## config.mk

```make
export PLATFORM = sky130hd
export DESIGN_NAME = irq_route_xbar
export DESIGN_NICKNAME = d
export VERILOG_FILES = /design/src/rtl/irq_route_xbar.sv
export SDC_FILE = /design/constraint.sdc
export NUM_CORES = 1
export LEC_CHECK = 0
export BUFFER_PORTS_ARGS = -buffer_cell sky130_fd_sc_hd__buf_2
export CAP_MARGIN = 10
export CORE_UTILIZATION = 52
export DETAILED_ROUTE_END_ITERATION = 6
export HOLD_SLACK_MARGIN = 0.06
export PLACE_DENSITY = 0.86
export RECOVER_POWER = 25
export SYNTH_ARGS = -nofsm -noshare
export SYNTH_HDL_FRONTEND = slang
export SYNTH_SLANG_ARGS = --single-unit
export TNS_END_PERCENT = 30
```

## constraint.sdc

```tcl
create_clock -name clk -period 3.75 [get_ports clk]
set_input_delay 0.5625 -clock clk [delete_from_list [all_inputs] [get_ports clk]]
set_output_delay 0.5625 -clock clk [all_outputs]
set_load 0.02 [all_outputs]
```

## src/rtl/irq_route_xbar.sv

```systemverilog
module irq_route_xbar #(
  parameter int N_SRC = 16,
  parameter int N_OUT = 8,
  parameter int REG_BYTES = 2,
  parameter int ADDR_W = 8,
  parameter logic [N_OUT-1:0] RESV_MASK = 8'b0000_0100,
  parameter logic [N_OUT-1:0] HARD_MASK = 8'b0010_0000,
  parameter logic [8*N_OUT-1:0] HARD_SRC = 64'h0000_0900_0000_0000,
  parameter int SAFE_SRC = 3
) (
  input  logic              clk,
  input  logic              rst_n,
  input  logic [N_SRC-1:0]  src_irq,
  input  logic              wr_en,
  input  logic [ADDR_W-1:0] wr_addr,
  input  logic [31:0]       wr_data,
  input  logic [ADDR_W-1:0] rd_addr,
  output logic [31:0]       rd_data,
  output logic [N_OUT-1:0]  out_irq
);
  localparam int SW = (N_SRC > 1) ? $clog2(N_SRC) : 1;
  localparam int REG_BITS = 8 * REG_BYTES;

  function automatic int slot_of(int o);
    int k = 0;
    for (int i = 0; i < o; i++) if (!RESV_MASK[i]) k++;
    return k;
  endfunction

  logic [31:0] wr_val;
  logic        wr_ok;
  logic [N_OUT-1:0][SW-1:0] sel_view;
  logic [N_OUT-1:0][31:0]   rd_part;

  assign wr_val = 32'(wr_data[REG_BITS-1:0]);
  assign wr_ok  = wr_val < 32'(N_SRC);

  for (genvar o = 0; o < N_OUT; o++) begin : g_out
    localparam int OFF = REG_BYTES * slot_of(o);
    logic hit_r;
    assign hit_r = rd_addr == ADDR_W'(OFF);

    if (RESV_MASK[o]) begin : g_resv
      assign sel_view[o] = '0;
      assign out_irq[o]  = 1'b0;
      assign rd_part[o]  = '0;
    end else if (HARD_MASK[o]) begin : g_hard
      localparam int FIX = int'(HARD_SRC[8*o +: 8]);
      logic q;
      always_ff @(posedge clk or negedge rst_n)
        if (!rst_n) q <= 1'b0;
        else        q <= src_irq[FIX];
      assign sel_view[o] = SW'(FIX);
      assign out_irq[o]  = q;
      assign rd_part[o]  = hit_r ? 32'(FIX) : '0;
    end else begin : g_route
      logic [SW-1:0] sel;
      logic q, hit_w;
      assign hit_w = wr_en && (wr_addr == ADDR_W'(OFF)) && wr_ok;
      always_ff @(posedge clk or negedge rst_n)
        if (!rst_n) begin
          sel <= SW'(SAFE_SRC);
          q   <= 1'b0;
        end else begin
          if (hit_w) sel <= wr_val[SW-1:0];
          q <= src_irq[sel];
        end
      assign sel_view[o] = sel;
      assign out_irq[o]  = q;
      assign rd_part[o]  = hit_r ? 32'(sel) : '0;
    end
  end

  always_comb begin
    rd_data = '0;
    for (int o = 0; o < N_OUT; o++) rd_data = rd_data | rd_part[o];
  end
endmodule

```

# Yosys cells after proc, flatten, opt, wreduce, memory -nomap -nowiden
# Cells that the tools add are included.
[word_totals] elab_cells=70 reg_bits=31 out_inout_bits=40 inputBits=67
[op_classes] eq_ne=11 bitwise_logic=6 n_mux=19 n_lt_le_gt_ge=7 reduce_logical=14
[ops] operator="$or A32 B4 Y32" count=2
[ops] operator="$eq A8 B4 Y1 const B" count=5
[ops] operator="$eq A8 B3 Y1 const B" count=4
[ops] operator="$or A32 B32 Y32" count=1
[ops] operator="$lt A4 B5 Y1 const B" count=6
[ops] operator="$mux W4" count=7
[ops] operator="$bmux W1 S4" count=6
[ops] operator="$eq A8 B2 Y1 const B" count=2
[ops] operator="$logic_not A8 Y1" count=2
[ops] operator="$lt A16 B5 Y1 const B" count=1
[ops] operator="$logic_and A1 B1 Y1" count=12
[ops] operator="$or A4 B4 Y4" count=3
[ops] operator="$mux W1" count=6

# Depth between registers and ports, before layout
# Gate-level depths: netlist of run 1.
[depth] ltp_word=8 mapped_depth=5 ltp_nobuf=4

# Worst setup path after synthesis of run 1
# OpenSTA, ideal clock, no wires.
[synth_path] kind="input to output" from="in rd_addr[1]" to="out rd_data[0]" t_required_ps=3188 cell_stages=5 arrival_ps=1731 slack_ps=1457 n_path_buf=1 cell_sequence="clkbuf_1 nor2b_1 a22oi_1 a21o_1 a21oi_1"
[synth_via] elab_chain_cells=8 word_cells_on_any_way=20 cone_classes="eq/ne: 6; mux: 7; bitwise: 6; reduce/logical: 1"
[synth_rtl] element="start, declared" line_no="17" source="input logic [ADDR_W-1:0] rd_addr,"
[synth_rtl] element="$eq A8 B2 Y1 or $logic_not A8 Y1 (tied branches)" line_no="41" source="assign hit_r = rd_addr == ADDR_W'(OFF);"
[synth_rtl] element="$mux W4" line_no="70" source="assign rd_part[o] = hit_r ? 32'(sel) : '0;"
[synth_rtl] element="$or A4 B4 Y4 (3 in a row)" line_no="76" source="for (int o = 0; o < N_OUT; o++) rd_data = rd_data | rd_part[o];"
[synth_rtl] element="$or A32 B4 Y32 (2 in a row)" line_no="76"
[synth_rtl] element="$or A32 B32 Y32 *" line_no="76"
[synth_rtl] element="end, declared" line_no="18" source="output logic [31:0] rd_data,"
# Mark *: on every way between the ends. The rest lies on a longest branch, timed or not.

# Final worst setup path of run 1
[layout_path] from="in rd_addr[1]" to="out rd_data[3]"
# The elaborated chain is that of the path after synthesis.

==> results_dict.tcl, run 1 <==
set metrics [dict create \
    netlist.top_cell.by_area "mux4_2" \
    antenna_cells 0 \
    rows 24 \
    postCtsHoldBufs 0 \
    via_count 1906 \
    fillers 365 \
    ys_seq_area_share_pct 31.6 \
    cp_slowest_cell "nor2b_1" \
    setup_slack_ns 1.50 \
    reg2reg_depth 4 \
    crit_path_end_kind "primary output" \
    critPathLaunch "rd_addr[1]" \
    vias_per_cell 6.25 \
    fin_crit_ns 2.25 \
    finalCoreUtilization_pct 61.5 \
    p_int_mw 0.538 \
    seq_power_share_pct 45.9 \
    cpPeakStageDelay_ns 0.28 \
    synthTopCellsByArea "mux4_2 23%, dfrtp_1 19%, dfstp_2 13%" \
    fin_cells 305 \
    cts_num_sinks 31 \
    die_x_um 71.4 \
    ff2ff_setup_slack_ns 1.99 \
    portBuffers 61 \
    min_from "src_irq[9]" \
    die-area_sq_um 5090 \
    grt_pass1_vias 1784 \
    hold-path-endpoint "g_out[5].g_hard.q" \
    drtIter0Drc 208 \
    yosys_register_bits 31 \
    finalCritPeriodShare_pct 60.0 \
    start_util_pct 55.9 \
    fin_area_sq_um 2750 \
    syn_area_sq_um 2500 \
    grt_max_degree 32 \
    hold_depth 1 \
    yosys.area.top_type_share_pct 22.5 \
    fin_nets 319 \
    synth_area_per_cell_sq_um 12.3 \
    grt.total_usage_pct 24.4 \
    wl_um 5660 \
    mostFrequentLayoutCells "59 x buf_2, 29 x conb_1, 25 x mux4_2" \
    regToRegStartpoint "g_out[3].g_route.sel[0]" \
    rsz0062_at_grt "false" \
    tightest_slew_ns 1.58 \
    violations "design-rule violations, max-capacitance violations, max-slew violations" \
    clock_latency_ns 0.29 \
    post_cts_resized 0 \
    cts.path.max_buffers 2 \
    final-hold-violation-count 0 \
    whs_ns 0.517 \
    wl_per_cell_um 18.6 \
    cts_made_buffers 5 \
    swShare_pct 27.4 \
    p_clk_share_pct 36.1 \
    status "complete, but fails checks" \
    synthDistinctLibCells 32 \
    slew_headroom_pct -5.38 \
    ir_drop_mv 0.229 \
    clk_pin_slew_worst_paths_ns 0.06 \
    final_antenna_net_count 0 \
    die_y_um 71.4 \
    route.detailed.drc 4 \
    power.total_mw 0.741 \
    grt_antenna_before_repair 0 \
    reg2reg_to "g_out[3].g_route.q" \
    drt_first_pass_iters 7 \
    p_comb_share_pct 18.0 \
    post_cts_buffers 0 \
    worstPathMaxFanout 10 \
    placed_area_sq_um 2660 \
    setup_tns_ns 0 \
    dp_slack_ns 1.39 \
    gp_congestion 0.933 \
    cts_htree_levels 2 \
    cts-root-buf "clkbuf_8" \
    path_common_cell "buf_2" \
    drive_gt1_share_pct 53.4 \
    setup_violations 0 \
    critPathLaunchType "primary input" \
    holdCritPathClass "primary input to register" \
    synth_cells 203 \
    layout_commonest_cell "buf_2" \
    netSwitchingPower_mw 0.203 \
    p_leak_nw 1.17 \
    overflow 0 \
    path_cells "buf_2, nor2b_1, a22oi_1, a21o_1, a21oi_1, buf_2" \
    core_sq_um 4470 \
    cap_violations 1 \
    dp.cells 297 \
    synth_warnings 0 \
    arrival_ns 1.69 \
    dp_hpwl_um 4430 \
    max_freq_mhz 444 \
    final.setup_skew_ns 0.00434 \
    powerDensity_nw_per_um2 269 \
    required_ns 3.19 \
    path_class "primary input to primary output" \
    grt_pass1_wl_um 9160 \
    maxSlewViolCount 32 \
    ios 107 \
    cts_tree "yes" \
    area_growth_pct 10.0 \
]
-- flip-flops by register name, summed over array words and instances (netlist names) --
register and cells:
g_out.g_route.q 6, g_out.g_hard.q 1, g_out.g_route.sel 24
-- cells in the mapped netlist (all sizes together) --
library cell / number
a211oi: 7
a21o: 2
a21oi: 10
a221oi: 3
a22oi: 2
a2bb2oi: 2
a31oi: 1
and2: 1
buf: 38
clkbuf: 9
conb: 1
dfrtp: 19
dfstp: 12
inv: 2
mux2: 25
mux2i: 7
mux4: 25
nand2: 5
nand2b: 2
nand3: 1
nor2: 7
nor2b: 8
nor3: 1
nor3b: 1
nor4: 6
nor4b: 2
o21ai: 1
o221ai: 1
or4: 2
-- power groups by stage --
| stage | clock, mW | combinational, mW | sequential (mW) |
|---|---|---|---|
| after detailed placement | 0 | 0.132 | 0.345 |
| after floorplan | 0 | 0.103 | 0.345 |
| after CTS | 0.272 | 0.132 | 0.340 |
| after global placement | 0 | 0.127 | 0.345 |
| final | 0.268 | 0.133 | 0.340 |
| after global routing | 0.290 | 0.145 | 0.340 |
-- cells by family (layout without fill, tap and decap cells) --
| logic type | count (synthesis) | in the layout | share of synthesized area, % |
|---|---|---|---|
| other | 1 | 29 | 0.150 |
| buffers and inverters | 49 | 71 | 12.9 |
| AOI/OAI and AO/OA | 29 | 29 | 7.85 |
| DFF | 31 | 31 | 31.6 |
| and+or+nand+nor | 36 | 36 | 9.76 |
| muxes | 57 | 57 | 37.8 |
-- worst max-delay path: cells and delay by family --
family / cells / cell delay [ns]
AOI/OAI and AO/OA: 3 / 0.46
buffers and inverters: 2 / 0.38
and+or+nand+nor: 1 / 0.28
-- worst max path at each step --
stage | endpoint | slack, ns
floorplan | rd_data[0] | 1.46
global placement | g_out[7].g_route.sel[2] | 1.43
detailed placement | g_out[7].g_route.sel[2] | 1.39
CTS | rd_data[3] | 1.51
global route | rd_data[3] | 1.39
finish | rd_data[3] | 1.50
-- metal layers --
metal  global-route usage, %  wire [um]
met5                       0          0
met4                    9.33         89
met3                    8.16        640
met2                    40.7       2960
met1                    29.4       1970
-- layout make-up --
class	instances	area [sq um]	area share (%)
multi-input combinational	151	1490	54.3
sequential	31	791	28.7
timing repair buffer	61	303	11.0
clock buffer	7	86.3	3.14
tap	52	65.1	2.36
inverter	2	7.51	0.273
clock inverter	1	5.00	0.182
(Power assumes the default switching activity.)
==> run 2, diff against run 1 <==
--- a/config.mk
+++ b/config.mk
@@ -5,12 +5,13 @@
 export SDC_FILE = /design/constraint.sdc
 export NUM_CORES = 1
 export LEC_CHECK = 0
+export ABC_AREA = 1
 export BUFFER_PORTS_ARGS = -buffer_cell sky130_fd_sc_hd__buf_2
 export CAP_MARGIN = 10
-export CORE_UTILIZATION = 52
+export CORE_UTILIZATION = 51
 export DETAILED_ROUTE_END_ITERATION = 6
 export HOLD_SLACK_MARGIN = 0.06
-export PLACE_DENSITY = 0.86
+export PLACE_DENSITY = 0.82
 export RECOVER_POWER = 25
 export SYNTH_ARGS = -nofsm -noshare
 export SYNTH_HDL_FRONTEND = slang
==> constraint.sdc (replaced) <==
create_clock -name clk -period 2.1 [get_ports clk]
set_input_delay 0.315 -clock clk [delete_from_list [all_inputs] [get_ports clk]]
set_output_delay 0.315 -clock clk [all_outputs]
set_load 0.02 [all_outputs]
==> run 2 against run 1 <==
Net effect: the run ends with max-capacitance violations, max-slew violations left; worst setup slack worse by 1.3 ns; power is 80% higher; critical path type is now register to primary output; highest routed layer unchanged; routed wire length is 37% higher; clock-buffer cell count is 1 lower; largest power group unchanged; combinational power is 90% higher; sequential cell count stayed put; via count is 66% higher; sequential power is 79% higher.
==> results_dict.tcl, run 2 <==
set metrics [dict create \
    status "complete, but fails checks" \
    violations "max-capacitance violations, max-slew violations" \
    synth_warnings 0 \
    grt_pass1_vias 2798 \
    critPathTopFamily "flip-flops" \
    fillers 584 \
    die-area_sq_um 6120 \
    post_cts_resized 0 \
    die_x_um 78.3 \
    largest_reg_flops 24 \
    mostFrequentLayoutCells "182 x nand2_1, 108 x nand3_1, 60 x buf_2" \
    min_from "src_irq[9]" \
    final-hold-violation-count 0 \
    whs_ns 0.146 \
    grt_max_degree 32 \
    synth_top_family_by_area "simple AND/OR/NAND/NOR gates" \
    final_antenna_net_count 0 \
    finalCoreUtilization_pct 58.1 \
    clock_latency_ns 0.28 \
    fin_nets 603 \
    max_freq_mhz 519 \
    portBuffers 61 \
    post_cts_buffers 0 \
    die_y_um 78.3 \
    yosys.area.top_type_share_pct 23.0 \
    synth_area_per_cell_sq_um 6.13 \
    cts_tree "yes" \
    cpPeakStageDelay_ns 0.65 \
    reg2reg_depth 6 \
    area_growth_pct 8.61 \
    critPathLaunchType "register" \
    synth_cells 484 \
    finalCritPeriodShare_pct 91.8 \
    grt_pass1_wl_um 12600 \
    route.detailed.drc 0 \
    cp_slowest_cell "dfstp_2" \
    tightest_slew_ns 1.56 \
    postCtsHoldBufs 0 \
    async_flop_share_pct 100 \
    powerDensity_nw_per_um2 414 \
    synth_most_common_cell "nand2_1" \
    synthTopCellsByArea "nand2_1 23%, nand3_1 18%, dfrtp_1 16%" \
    syn_area_sq_um 2970 \
    dp.cells 601 \
    path_cells "inv_1, nor3_1, nor2_1, nand2_1, buf_2" \
    rows 27 \
    slew_headroom_pct -3.92 \
    synthDistinctLibCells 22 \
    multiInputGateArea_sq_um 1730 \
    wl_um 7730 \
    placed_area_sq_um 3130 \
    vias_per_cell 5.21 \
    cap_violations 1 \
    grt.total_usage_pct 26.6 \
    fin_cells 608 \
    ir_drop_mv 0.215 \
    crit_path_end_kind "primary output" \
    top_register "g_out.g_route.sel" \
    cts-root-buf "clkbuf_8" \
    yosys_register_bits 31 \
    layout_commonest_cell "nand2_1" \
    setup_violations 0 \
    wl_per_cell_um 12.7 \
    fin_crit_ns 1.93 \
    ios 107 \
    ys_seq_area_share_pct 26.7 \
    seq_area_sq_um 791 \
    core_sq_um 5540 \
    cts_htree_levels 2 \
    cp_num_buf_inv 2 \
    cts.path.max_buffers 2 \
    required_ns 1.78 \
    synthMuxAreaShare_pct 0 \
    drt_first_pass_iters 5 \
    antenna_cells 0 \
    final.setup_skew_ns 0.00200 \
    netlist.top_cell.by_area "nand2_1" \
    synth-xor-area-share_pct 0 \
    yosys.area_share.simple_pct 51.4 \
    synthAdderAreaFrac_pct 0 \
    hold_depth 1 \
    maxSlewViolCount 32 \
    reg2reg_to "g_out[0].g_route.q" \
    holdCritPathClass "primary input to register" \
    clk_pin_slew_worst_paths_ns 0.07 \
    synth_edf_count 0 \
    largest_registers "g_out.g_route.sel: 24 flops, g_out.g_route.q: 6 flops, g_out.g_hard.q: 1 flops" \
    cts_num_sinks 31 \
    cts_made_buffers 5 \
    gp_congestion 0.887 \
    arrival_ns 1.61 \
    p_leak_nw 1.80 \
    fin_area_sq_um 3220 \
    overflow 0 \
    synthFlopType "dfrtp_1" \
    synth_compound_area_share_pct 3.21 \
    synth_common_cells "182 x nand2_1, 108 x nand3_1, 56 x inv_1" \
    dp_hpwl_um 5880 \
    start_util_pct 53.5 \
    drtIter0Drc 325 \
    ff2ff_setup_slack_ns 0.73 \
    worstPathMaxFanout 12 \
    via_count 3169 \
    rsz0062_at_grt "false" \
    regToRegStartpoint "g_out[0].g_route.sel[0]" \
    drive_gt1_share_pct 18.8 \
    setup_tns_ns 0 \
    path_class "register to primary output" \
    grt_antenna_before_repair 0 \
    hold-path-endpoint "g_out[5].g_hard.q" \
]
run 2: cell types whose count changed in the layout (fill, tap and decap cells not counted), sizes merged, moves of 10 or more:
cell	before	now
inv	2	57
nor2	7	34
o211ai	0	12
mux4	25	0
mux2	25	0
nand2	5	189
a21oi	10	0
nand3	1	108
run 2: power by group:
part	switching, mW	internal, mW	total [mW]
logic	0.182	0.0709	0.253
registers	0.00141	0.605	0.607
clock network	0.219	0.257	0.475
total	0.402	0.933	1.33
run 2: per-layer routing:
layer / vias to the layer above / GRT usage, % / routed length [um]
met5: - / 0 / 0
met4: 0 / 10.6 / 140
met1: 1403 / 34.1 / 3170
li1: 1567 / - / -
met3: 19 / 4.30 / 725
met2: 180 / 44.6 / 3700
run 2: layout make-up:
class,count,area share (%)
Multi-Input combinational cell,379,53.7
Sequential cell,31,24.6
Timing Repair Buffer,61,9.44
Inverter,58,6.80
Tap cell,72,2.80
Clock buffer,6,2.56
Clock inverter,1,0.155
run 2: through the flow:
| stage | power, mW | setup WS (ns) |
|---|---|---|
| 6_report | 1.33 | 0.173 |
| 5_1_grt | 1.41 | 0.0683 |
| 4_1_cts | 1.34 | 0.179 |
| 3_5_place_dp | 0.869 | 0.369 |
| 3_3_place_gp | 0.864 | 0.388 |
| 2_1_floorplan | 0.811 | 0.723 |
run 2: how the worst max path moves through the flow:
| stage | cells past startpoint | startpoint | endpoint |
|---|---|---|---|
| final | 5 | g_out[3].g_route.sel[0] | rd_data[0] |
| after global routing | 5 | g_out[3].g_route.sel[0] | rd_data[0] |
| after CTS | 5 | g_out[3].g_route.sel[0] | rd_data[0] |
| after detailed placement | 9 | rd_addr[5] | rd_data[2] |
| after global placement | 9 | rd_addr[1] | rd_data[3] |
| after floorplan | 7 | rd_addr[7] | rd_data[0] |
run 2: kinds of logic after synthesis:
| kind of cell | count (synthesis) |
|---|---|
| simple gates | 337 |
| buf+inv | 102 |
| other cells | 1 |
| compound gates | 13 |
| flops | 31 |
